<file path="src/rtl/sync_timer_pair.sv">
module sync_timer_pair #(
  parameter int CW = 8,
  parameter int DW = 16,
  parameter int AW = 4
)(
  input  logic          clk,
  input  logic          rst_n,
  input  logic          wr_en,
  input  logic [AW-1:0] wr_addr,
  input  logic [DW-1:0] wr_data,
  input  logic [AW-1:0] rd_addr,
  output logic [DW-1:0] rd_data,
  output logic          trig_out
);
  localparam int NREG = 9;
  localparam logic [2:0] MM_ENABLE = 3'b001;
  localparam logic [2:0] MM_UPDATE = 3'b010;
  localparam logic [2:0] SM_GATED  = 3'b101;
  localparam logic [2:0] SM_TRIG   = 3'b110;
  localparam logic [4:0] TS_MASTER = 5'b00010;

  logic            m_en, s_en, trg_q, flag;
  logic [2:0]      mms, sms;
  logic [4:0]      tsel;
  logic [1:0][CW-1:0] psc, arr, cnt, pcnt;
  logic [1:0]      run, tick, wrap;
  logic [NREG-1:0] we;
  logic            trg, rise, fall, hw_start, flag_set, flag_clr;

  always_comb
    for (int a = 0; a < NREG; a++) we[a] = wr_en && (wr_addr == AW'(a));

  assign run[0] = m_en;
  assign run[1] = s_en && (sms != SM_GATED || trg);

  always_comb
    for (int i = 0; i < 2; i++) begin
      tick[i] = run[i] && (pcnt[i] == psc[i]);
      wrap[i] = tick[i] && (cnt[i] == arr[i]);
    end

  assign trig_out = (mms == MM_UPDATE) ? wrap[0] :
                    (mms == MM_ENABLE) ? m_en : 1'b0;
  assign trg      = (tsel == TS_MASTER) && trig_out;
  assign rise     = trg && !trg_q;
  assign fall     = !trg && trg_q;
  assign hw_start = (sms == SM_TRIG) && rise;
  assign flag_set = hw_start || ((sms == SM_GATED) && (rise || fall));
  assign flag_clr = we[8] && !wr_data[0];

  always_ff @(posedge clk or negedge rst_n) begin
    if (!rst_n) begin
      m_en <= 1'b0; s_en <= 1'b0; trg_q <= 1'b0; flag <= 1'b0;
      mms <= '0; sms <= '0; tsel <= '0;
      psc <= '0; arr <= '0; cnt <= '0; pcnt <= '0;
    end else begin
      trg_q <= trg;
      if (flag_set)      flag <= 1'b1;
      else if (flag_clr) flag <= 1'b0;
      if (we[0]) begin
        m_en <= wr_data[0];
        mms  <= wr_data[3:1];
      end
      if (we[4]) begin
        s_en <= wr_data[0];
        sms  <= wr_data[3:1];
        tsel <= wr_data[8:4];
      end
      if (hw_start) s_en <= 1'b1;
      for (int i = 0; i < 2; i++) begin
        if (we[4*i+1]) psc[i] <= wr_data[CW-1:0];
        if (we[4*i+2]) arr[i] <= wr_data[CW-1:0];
        if (we[4*i+3]) begin
          cnt[i]  <= wr_data[CW-1:0];
          pcnt[i] <= '0;
        end else if (tick[i]) begin
          pcnt[i] <= '0;
          cnt[i]  <= wrap[i] ? '0 : cnt[i] + 1'b1;
        end else if (run[i]) begin
          pcnt[i] <= pcnt[i] + 1'b1;
        end
      end
    end
  end

  always_comb begin
    rd_data = '0;
    case (rd_addr)
      AW'(0): rd_data[3:0]    = {mms, m_en};
      AW'(1): rd_data[CW-1:0] = psc[0];
      AW'(2): rd_data[CW-1:0] = arr[0];
      AW'(3): rd_data[CW-1:0] = cnt[0];
      AW'(4): rd_data[8:0]    = {tsel, sms, s_en};
      AW'(5): rd_data[CW-1:0] = psc[1];
      AW'(6): rd_data[CW-1:0] = arr[1];
      AW'(7): rd_data[CW-1:0] = cnt[1];
      AW'(8): rd_data[0]      = flag;
      default: rd_data = '0;
    endcase
  end
endmodule


</file>
<file path="config.mk">
export PLATFORM = sky130hd
export DESIGN_NAME = sync_timer_pair
export DESIGN_NICKNAME = d
export VERILOG_FILES = /design/src/rtl/sync_timer_pair.sv
export SDC_FILE = /design/constraint.sdc
export NUM_CORES = 1
export LEC_CHECK = 0
export BUFFER_PORTS_ARGS = -buffer_cell sky130_fd_sc_hd__buf_4
export CAP_MARGIN = 20
export CORE_UTILIZATION = 54
export DETAILED_ROUTE_END_ITERATION = 12
export GPL_ROUTABILITY_DRIVEN = 0
export PLACE_DENSITY = 0.77
export SLEW_MARGIN = 20
export SYNTH_ARGS = -nofsm -noshare
export SYNTH_HDL_FRONTEND = slang
export SYNTH_SLANG_ARGS = --single-unit
</file>
<file path="constraint.sdc">
create_clock -name clk -period 1.95 [get_ports clk]
set_input_delay 0.39 -clock clk [delete_from_list [all_inputs] [get_ports clk]]
set_output_delay 0.39 -clock clk [all_outputs]
set_load 0.05 [all_outputs]
</file>
After elaboration in Yosys (flattened, before gate mapping)
Cells that the tools add are included.
{"block": "totals", "output_inout_bits": 17, "in_bits": 27, "register_bits": 79}
{"block": "op_classes", "reduce_logical": 34, "muxes": 22, "eq_ne": 26, "add_sub_neg": 4}
{"operator": "8-bit 2-to-1 mux", "n": 12}
{"operator": "8-bit by 1-bit adder with 8-bit output, second input constant", "n": 4}
{"operator": "4-bit by 3-bit equality test with 1-bit output, second input constant", "n": 8}
{"operator": "8-bit equality test", "n": 4}
{"operator": "4-bit one-hot mux with 7 select lines", "n": 1}
{"operator": "3-bit one-hot mux with 8 select lines", "n": 1}
{"operator": "1-bit logical AND", "n": 20}
{"operator": "4-bit by 2-bit equality test with 1-bit output, second input constant", "n": 4}
{"operator": "1-bit one-hot mux with 9 select lines", "n": 1}
{"operator": "4-bit by 1-bit equality test with 1-bit output, second input constant", "n": 2}
{"operator": "4-bit equality test, second input constant", "n": 2}
{"operator": "4-bit zero test", "n": 2}
{"operator": "2-bit nonzero test", "n": 4}
{"operator": "1-bit 2-to-1 mux", "n": 7}
{"operator": "3-bit equality test, second input constant", "n": 2}
{"operator": "3-bit nonzero test", "n": 2}
{"operator": "5-bit by 2-bit equality test with 1-bit output, second input constant", "n": 1}
{"operator": "3-bit by 1-bit equality test with 1-bit output, second input constant", "n": 1}
{"operator": "3-bit by 2-bit equality test with 1-bit output, second input constant", "n": 1}
{"operator": "1-bit zero test", "n": 3}
{"operator": "1-bit logical OR", "n": 3}
{"operator": "3-bit != test, second input constant", "n": 1}

Logic depth before layout (Yosys ltp)
Gate-level depths: netlist of run 1.
{"block": "logic_depth", "depth_word": 12, "depth_mapped": 11, "ltp_nobuf": 10}

Worst setup path after synthesis of run 1
No wires, ideal clock.
{"block": "synth_timing", "path_kind": "input to output", "start": "input rd_addr[2]", "end": "output rd_data[0]", "n_path_buf": 2, "slack_ns": -0.579, "stages": 6, "arrival_ns": 2.139, "cell_sequence": "clkbuf_1 -> clkbuf_1 -> nand2_1 -> o22ai_1 -> a22oi_1 -> o22ai_1"}
{"block": "synth_between", "elab_chain_cells": 2}
{"element": "start, declared", "line_no": "11", "source": "input logic [AW-1:0] rd_addr,"}
{"element": "4-bit equality test (tied with other cells)", "line_no": "88", "source": "case (rd_addr)"}
{"element": "1-bit one-hot mux with 9 select lines (*)", "line_no": "88"}
{"element": "end, declared", "line_no": "12", "source": "output logic [DW-1:0] rd_data,"}
Every way passes the cells marked *; elsewhere a longest branch is shown, timed or not.

Worst setup path in the final report of run 1
{"block": "layout_timing", "start": "register cnt[5] (netlist bit)", "end": "output trig_out"}
{"block": "layout_between", "elab_chain_cells": 3}
{"element": "start, declared", "line_no": "25", "source": "logic [1:0][CW-1:0] psc, arr, cnt, pcnt;"}
{"element": "start signal, assigned by index", "line_no": "74", "source": "cnt[i] <= wr_data[CW-1:0];"}
{"element": "start signal, assigned by index", "line_no": "78", "source": "cnt[i] <= wrap[i] ? '0 : cnt[i] + 1'b1;"}
{"element": "8-bit equality test", "line_no": "39", "source": "wrap[i] = tick[i] && (cnt[i] == arr[i]);"}
{"element": "1-bit logical AND", "line_no": "39"}
{"element": "1-bit 2-to-1 mux", "line_no": "42", "source": "assign trig_out = (mms == MM_UPDATE) ? wrap[0] :"}
{"element": "end, declared", "line_no": "13", "source": "output logic trig_out"}
No other way between the ends.

==> out/metrics.yaml, run 1 <==
outcome:
  status: "complete, but fails checks"
  failed_checks: "setup timing"
sta:
  fin_crit_ns: 2.33
  fin_crit_sh_pct: 120
  finalHoldViolations: 0
  setup_viol: 28
  rsz0062_at_grt: "true"
  setup_ws_ns: -0.381
  fmax_mhz: 429
  worst_pin_slew_ns: 0.553
  skew_ns: 0.0103
  slew_viol_final: 0
  tns_ns: -4.58
  whs_ns: 0.284
  slew_headroom_pct: 63.1
job:
  drv_cap: 0
die:
  initial_core_util_pct: 57.1
  rows: 33
  die_height_um: 96.1
  coreArea_mm2: 0.00838
  die-width_um: 96.1
  dieArea_mm2: 0.00924
  boundaryPins: 44
worst_setup_path:
  critical_path_required_ns: 1.56
  slowest_stage: "dfrtp_1"
  crit_arrival_ns: 1.94
  r2r-end: "pcnt[10]"
  worstPathCellList: "xor2_2 -> nor4_4 -> and4_4 -> nand2_4 -> nand2_4 -> buf_8"
  reg2reg_depth: 7
  max_stage_delay_ns: 0.42
  cpMostUsedCell: "nand2_4"
  critPathLaunchType: "register"
  critPathKind: "reg -> out"
  r2r_start: "cnt[5]"
  r2r_setup_slack_ns: -0.30
  cp_max_fo: 2
  endpoint_kind: "output port"
global_routing:
  grt_max_degree: 29
  global_route.overflow_total: 0
  grt_use_total_pct: 34.1
  grt_pass1_wl_um: 22800
  grt_pass1_vias: 4393
  antenna_found_initial: 0
placed_design:
  hpwl_um: 10400
  port_buffers: 29
  placed_area_mm2: 0.00579
  place_ws_ns: -0.239
  dp_cells: 683
synthesis:
  synth_cell_types: 57
  yosysSeqAreaShare_pct: 41.3
  yosysWarningCount: 0
  synth_edf_count: 0
  synth-simple-area-share_pct: 18.5
  synth_compound_area_share_pct: 16.0
  async_reset_ff_share_pct: 100
  synth.avg_cell_area_um2: 9.86
  synth_cells: 485
  synth_flop_cell: "dfrtp_1"
  synth_area_mm2: 0.00478
  synth_top_family_by_area: "simple AND/OR/NAND/NOR gates"
  synthMuxAreaShare_pct: 12.6
  yosys_register_bits: 79
  synth_fa_ha_area_share_pct: 1.31
  synthXorXnorAreaFrac_pct: 6.96
cts:
  cts_made_buffers: 9
  clk_pin_slew_ns: 0.09
  root_buffer: "clkbuf_8"
  clock_path_buffers: 2
  htreeDepth: 3
  clkLatencyLatePin_ns: 0.36
  cts.sinks: 79
  cts_tree: "built"
final_layout:
  design_area_mm2: 0.00639
  final_util_pct: 76.2
  fill_cells: 537
  drive_gt1_share_pct: 42.7
  fin_cells: 711
  syn_to_final_growth_pct: 33.6
  layout.nets: 633
  n_antenna_cell: 0
hold_path:
  hold_path_class: "in -> reg"
  hold_end: "tsel[4]"
  whs_path_depth: 2
  hold_start: "wr_data[8]"
pwr:
  power_mw: 7.01
  intPower_mw: 4.32
  ir_worst_vdd_v: 0.000608
  p_seq_share_pct: 36.7
  p_clk_share_pct: 19.7
  p_sw_share_pct: 38.4
  pwr_density_cell_mw_per_mm2: 1100
  p_comb_share_pct: 43.5
  switchingPower_mw: 2.69
  p_leak_nw: 2.83
detailed_routing:
  final_antenna_net_count: 0
  avgViaCountPerCell: 6.46
  drc: 0
  firstDrtPassIters: 5
  drtIter0Drc: 415
  routed_wl_um: 15400
  dr_total_vias: 4594
  drt-wirelength-per-cell_um: 21.6
-- worst max path at each step --
stage | slack, ns | startpoint | cells past startpoint | end
finish | -0.38 | cnt[5] | 6 | trig_out
global route | -0.40 | cnt[5] | 6 | trig_out
CTS | -0.33 | cnt[3] | 6 | trig_out
detailed placement | -0.24 | tsel[3] | 6 | cnt[13]
global placement | -0.14 | tsel[0] | 6 | cnt[11]
floorplan | -0.25 | arr[6] | 10 | flag
-- cell families after synthesis --
family	after synthesis
AND/OR/NAND/NOR	158
AO/OA/AOI/OAI	115
flip-flops	79
multiplexers	54
XOR/XNOR	38
buffers and inverters	35
adder cells (fa/ha/maj)	5
other	1
-- final cells by class --
| cell class | instances | area (um2) | share of cell area, % |
|---|---|---|---|
| flip-flops and latches | 79 | 1980 | 31.0 |
| clock buffers | 9 | 124 | 1.94 |
| multi-input cells | 377 | 3000 | 47.0 |
| inverters | 8 | 30.0 | 0.470 |
| repair buffers | 126 | 1020 | 16.0 |
| well taps | 105 | 131 | 2.06 |
| clock inverters | 7 | 97.6 | 1.53 |
-- cells in the final DEF (no fill, tap or decap), drive strengths merged, types with 6 or more instances in the layout --
cell type	Yosys	layout
buf	10	125
dfrtp	79	79
mux2	48	48
nand2	38	38
nor2	30	30
a21oi	30	30
o21ai	24	24
xor2	21	21
nand3	18	18
xnor2	17	17
and3	14	14
nor2b	11	11
nand4	10	10
clkbuf	17	9
inv	8	8
a31oi	8	8
a221o	7	7
o21a	7	7
conb	1	7
a22oi	7	7
mux2i	6	6
-- sequential cells by signal (all words and copies together) (netlist names) --
register / cells
tsel: 5
m_en: 1
mms: 3
trg_q: 1
cnt: 16
flag: 1
pcnt: 16
psc: 16
sms: 3
s_en: 1
arr: 16
-- synthesized netlist by cell type, drive strengths merged (3+ instances only) --
master	number	area [um2]
nand3	18	90.1
nand4b	4	35.0
inv	8	30.0
nand2	38	143
or2	4	25.0
o211ai	5	37.5
a221o	7	70.1
ha	5	62.6
nor4	4	55.1
mux2i	6	60.1
a31oi	8	50.1
nand4	10	62.6
or3	3	18.8
a22o	3	26.3
o21a	7	52.6
o22ai	4	25.0
a31o	5	43.8
nor2	30	113
and3	14	87.6
nor2b	11	68.8
a22oi	7	52.6
nor3b	3	32.5
o21ai	24	120
xor2	21	184
xnor2	17	149
nand3b	5	37.5
and2	3	18.8
dfrtp	79	1980
a221oi	3	26.3
buf	10	65.1
mux2	48	541
a21oi	30	158
clkbuf	17	63.8
a32oi	5	43.8
-- metal layers --
layer / track usage (%) / vias up / wire, um
met3: 7.19 / 73 / 1280
met1: 45.3 / 2269 / 6170
met4: 15.7 / 0 / 732
met2: 53.5 / 243 / 7160
met5: 0 / - / 0
li1: - / 2009 / -
-- power groups by stage --
stage               sequential [mW]  clock, mW  combinational [mW]
finish                         2.58       1.38                3.05
CTS                            2.54       1.38                2.84
global placement               2.55          0                2.55
floorplan                      2.52          0                1.59
detailed placement             2.57          0                2.64
global route                   2.62       1.44                3.26
-- what timing repair did --
item | in CTS | in global routing
resized for setup | 41 | 39
hold endpoints to repair | 24 | 0
setup buffers | 8 | 5
hold buffers | 1 | 0
setup endpoints to repair | 27 | 34
pin swaps | 14 | 13
-- worst max-delay path, delay by kind of cell, from the launching register on --
kind,cells,cell delay (ns)
XOR/XNOR,1,0.21
flip-flops,1,0.42
buffers and inverters,1,0.14
AND/OR/NAND/NOR,4,0.81
Note: power is estimated with default switching activity, not from simulation.
==> inputs of run 2 (changes only) <==
--- a/config.mk
+++ b/config.mk
@@ -7,10 +7,10 @@
 export LEC_CHECK = 0
 export BUFFER_PORTS_ARGS = -buffer_cell sky130_fd_sc_hd__buf_4
 export CAP_MARGIN = 20
-export CORE_UTILIZATION = 54
+export CORE_UTILIZATION = 44
 export DETAILED_ROUTE_END_ITERATION = 12
 export GPL_ROUTABILITY_DRIVEN = 0
-export PLACE_DENSITY = 0.77
+export PLACE_DENSITY = 0.63
 export SLEW_MARGIN = 20
 export SYNTH_ARGS = -nofsm -noshare
 export SYNTH_HDL_FRONTEND = slang
==> constraint.sdc (replaced) <==
create_clock -name clk -period 2.62 [get_ports clk]
set_input_delay 0.524 -clock clk [delete_from_list [all_inputs] [get_ports clk]]
set_output_delay 0.524 -clock clk [all_outputs]
set_load 0.05 [all_outputs]
==> out/metrics.yaml, run 2 (same netlist as run 1, synthesis figures left out) <==
outcome:
  status: "finished clean"
placed_design:
  hpwl_um: 9660  # -6.8%
  port_buffers: 29  # unchanged
worst_setup_path:
  critical_path_required_ns: 2.10  # +0.54 ns
  cp_max_fo: 4  # +2
  critPathLaunchType: "register"
  reg2reg_depth: 6  # -1
  r2r_start: "tsel[0]"
  critPathKind: "reg -> out"
  max_stage_delay_ns: 0.44  # +0.02 ns
  slowest_stage: "dfrtp_2"
  crit_start: "cnt[6]"
  worstPathCellList: "xor2_1 -> nor4_4 -> and4_4 -> nand2_1 -> nand2_2 -> buf_6"
  critical_path_depth: 6  # unchanged
  crit_arrival_ns: 2.03  # +0.09 ns
  endpoint_kind: "output port"
  crit_buf_inv: 1  # unchanged
  critPathTopFamily: "simple AND/OR/NAND/NOR gates"
die:
  rows: 37  # +12%
  dieArea_mm2: 0.0113  # +22%
  die_height_um: 106  # +11%
  initial_core_util_pct: 45.9  # -11 points
  boundaryPins: 44  # unchanged
  coreArea_mm2: 0.0104  # +24%
  die-width_um: 106  # +11%
global_routing:
  antenna_found_initial: 0  # unchanged
  grt_pass1_wl_um: 21200  # -7.0%
  grt_pass1_vias: 3870  # -12%
  met2_usage_pct: 38.2  # -15 points
  grt_use_total_pct: 25.3  # -8.9 points
  grt_max_degree: 42  # +45%
  busiest_layer: "met2"
  global_route.overflow_total: 0  # unchanged
  grt_util_met3_pct: 4.48  # -2.7 points
  use_met1_pct: 35.8  # -9.5 points
cts:
  root_buffer: "clkbuf_8"
  cts.sinks: 79  # unchanged
  htreeDepth: 3  # unchanged
  clkLatencyLatePin_ns: 0.37  # about the same
  cts_tree: "built"
  clk_pin_slew_ns: 0.09  # about the same
  clock_path_buffers: 2  # unchanged
  cts_made_buffers: 9  # unchanged
sta:
  worst_pin_slew_ns: 0.676  # +0.123 ns
  finalHoldViolations: 0  # unchanged
  setup_viol: 0  # -100%
  fin_crit_ns: 2.55
  slew_headroom_pct: 54.8  # -8.3 points
  fmax_mhz: 391
  tns_ns: 0  # +4.58 ns
  rsz0062_at_grt: "false"
  fin_crit_sh_pct: 97.5
  skew_ns: 0.0106  # +0.000298 ns
  slew_viol_final: 0  # unchanged
pwr:
  pwr_density_cell_mw_per_mm2: 810  # -26%
  ir_worst_vdd_v: 0.000366  # -40%
  power_mw: 4.40  # -37%
  p_leak_nw: 2.32  # -18%
final_layout:
  layout.nets: 556  # -12%
  final_common_cell: "dfrtp_1"
  drive_gt1_share_pct: 26.1  # -17 points
  mostFrequentLayoutCells: "dfrtp_1 (76), mux2_2 (48), buf_4 (48), nand2_1 (37), nor2_1 (29)"
  n_antenna_cell: 0  # unchanged
  syn_to_final_growth_pct: 13.4
detailed_routing:
  drc: 0  # unchanged
  avgViaCountPerCell: 6.01  # -6.9%
  drt-wirelength-per-cell_um: 19.8  # -8.2%
  firstDrtPassIters: 7  # +2
  routed_wl_um: 13200  # -14%
  final_antenna_net_count: 0  # unchanged
  drtIter0Drc: 274  # -34%
  dr_total_vias: 3999  # -13%
hold_path:
  hold_path_class: "in -> async"
job:
  drv_cap: 0  # unchanged
[run 2: power by group]
group	leakage [nW]	internal [mW]	switching, mW
sequential	0.977	1.56	0.481
combinational	1.25	0.744	0.776
clock	0.0853	0.369	0.472
[run 2: cell type report]
| cell class | count | area [um2] |
|---|---|---|
| Sequential cell | 79 | 1980 |
| Multi-Input combinational cell | 377 | 2700 |
| Inverter | 8 | 30.0 |
| Fill cell | 986 | 4990 |
| Tap cell | 136 | 170 |
| Clock buffer | 11 | 141 |
| Clock inverter | 5 | 33.8 |
| Timing Repair Buffer | 49 | 372 |
[run 2: routing by layer]
layer	part of all wire [%]	wire, um
met1	44	5830
met2	47	6160
met3	6.8	892
met4	2.2	292
met5	0	0
[run 2: per-stage QoR]
stage	instance area [um2]	hold slack, ns	utilization [%]	instances	setup WS (ns)
2_1_floorplan	4820	0.228	-	491	0.0103
3_3_place_gp	5200	0.481	49.9	644	0.269
3_5_place_dp	5200	0.491	49.9	644	0.256
4_1_cts	5370	0.158	51.6	660	0.00395
5_1_grt	5430	0.184	52.1	665	0.0223
6_report	5430	0.151	52.1	665	0.0657
[run 2: final timing paths]
kind / end / slack [ns]
max: trig_out / 0.07
min: tsel[4] / 0.15
max reg2reg: cnt[8] / 0.22
min reg2reg: flag / 0.53
max in group asynchronous: mms[2] / 1.77
min in group clk: tsel[4] / 0.39
[run 2: repair_timing]
item                                   in CTS  in global routing
pin swaps                                   1                  3
gates resized for setup                     0                  6
gates cloned                                0                  0
setup buffers                               0                  5
setup endpoints to repair                   1                  1
hold buffers                                0                  0
endpoints found under the hold margin       0                  0
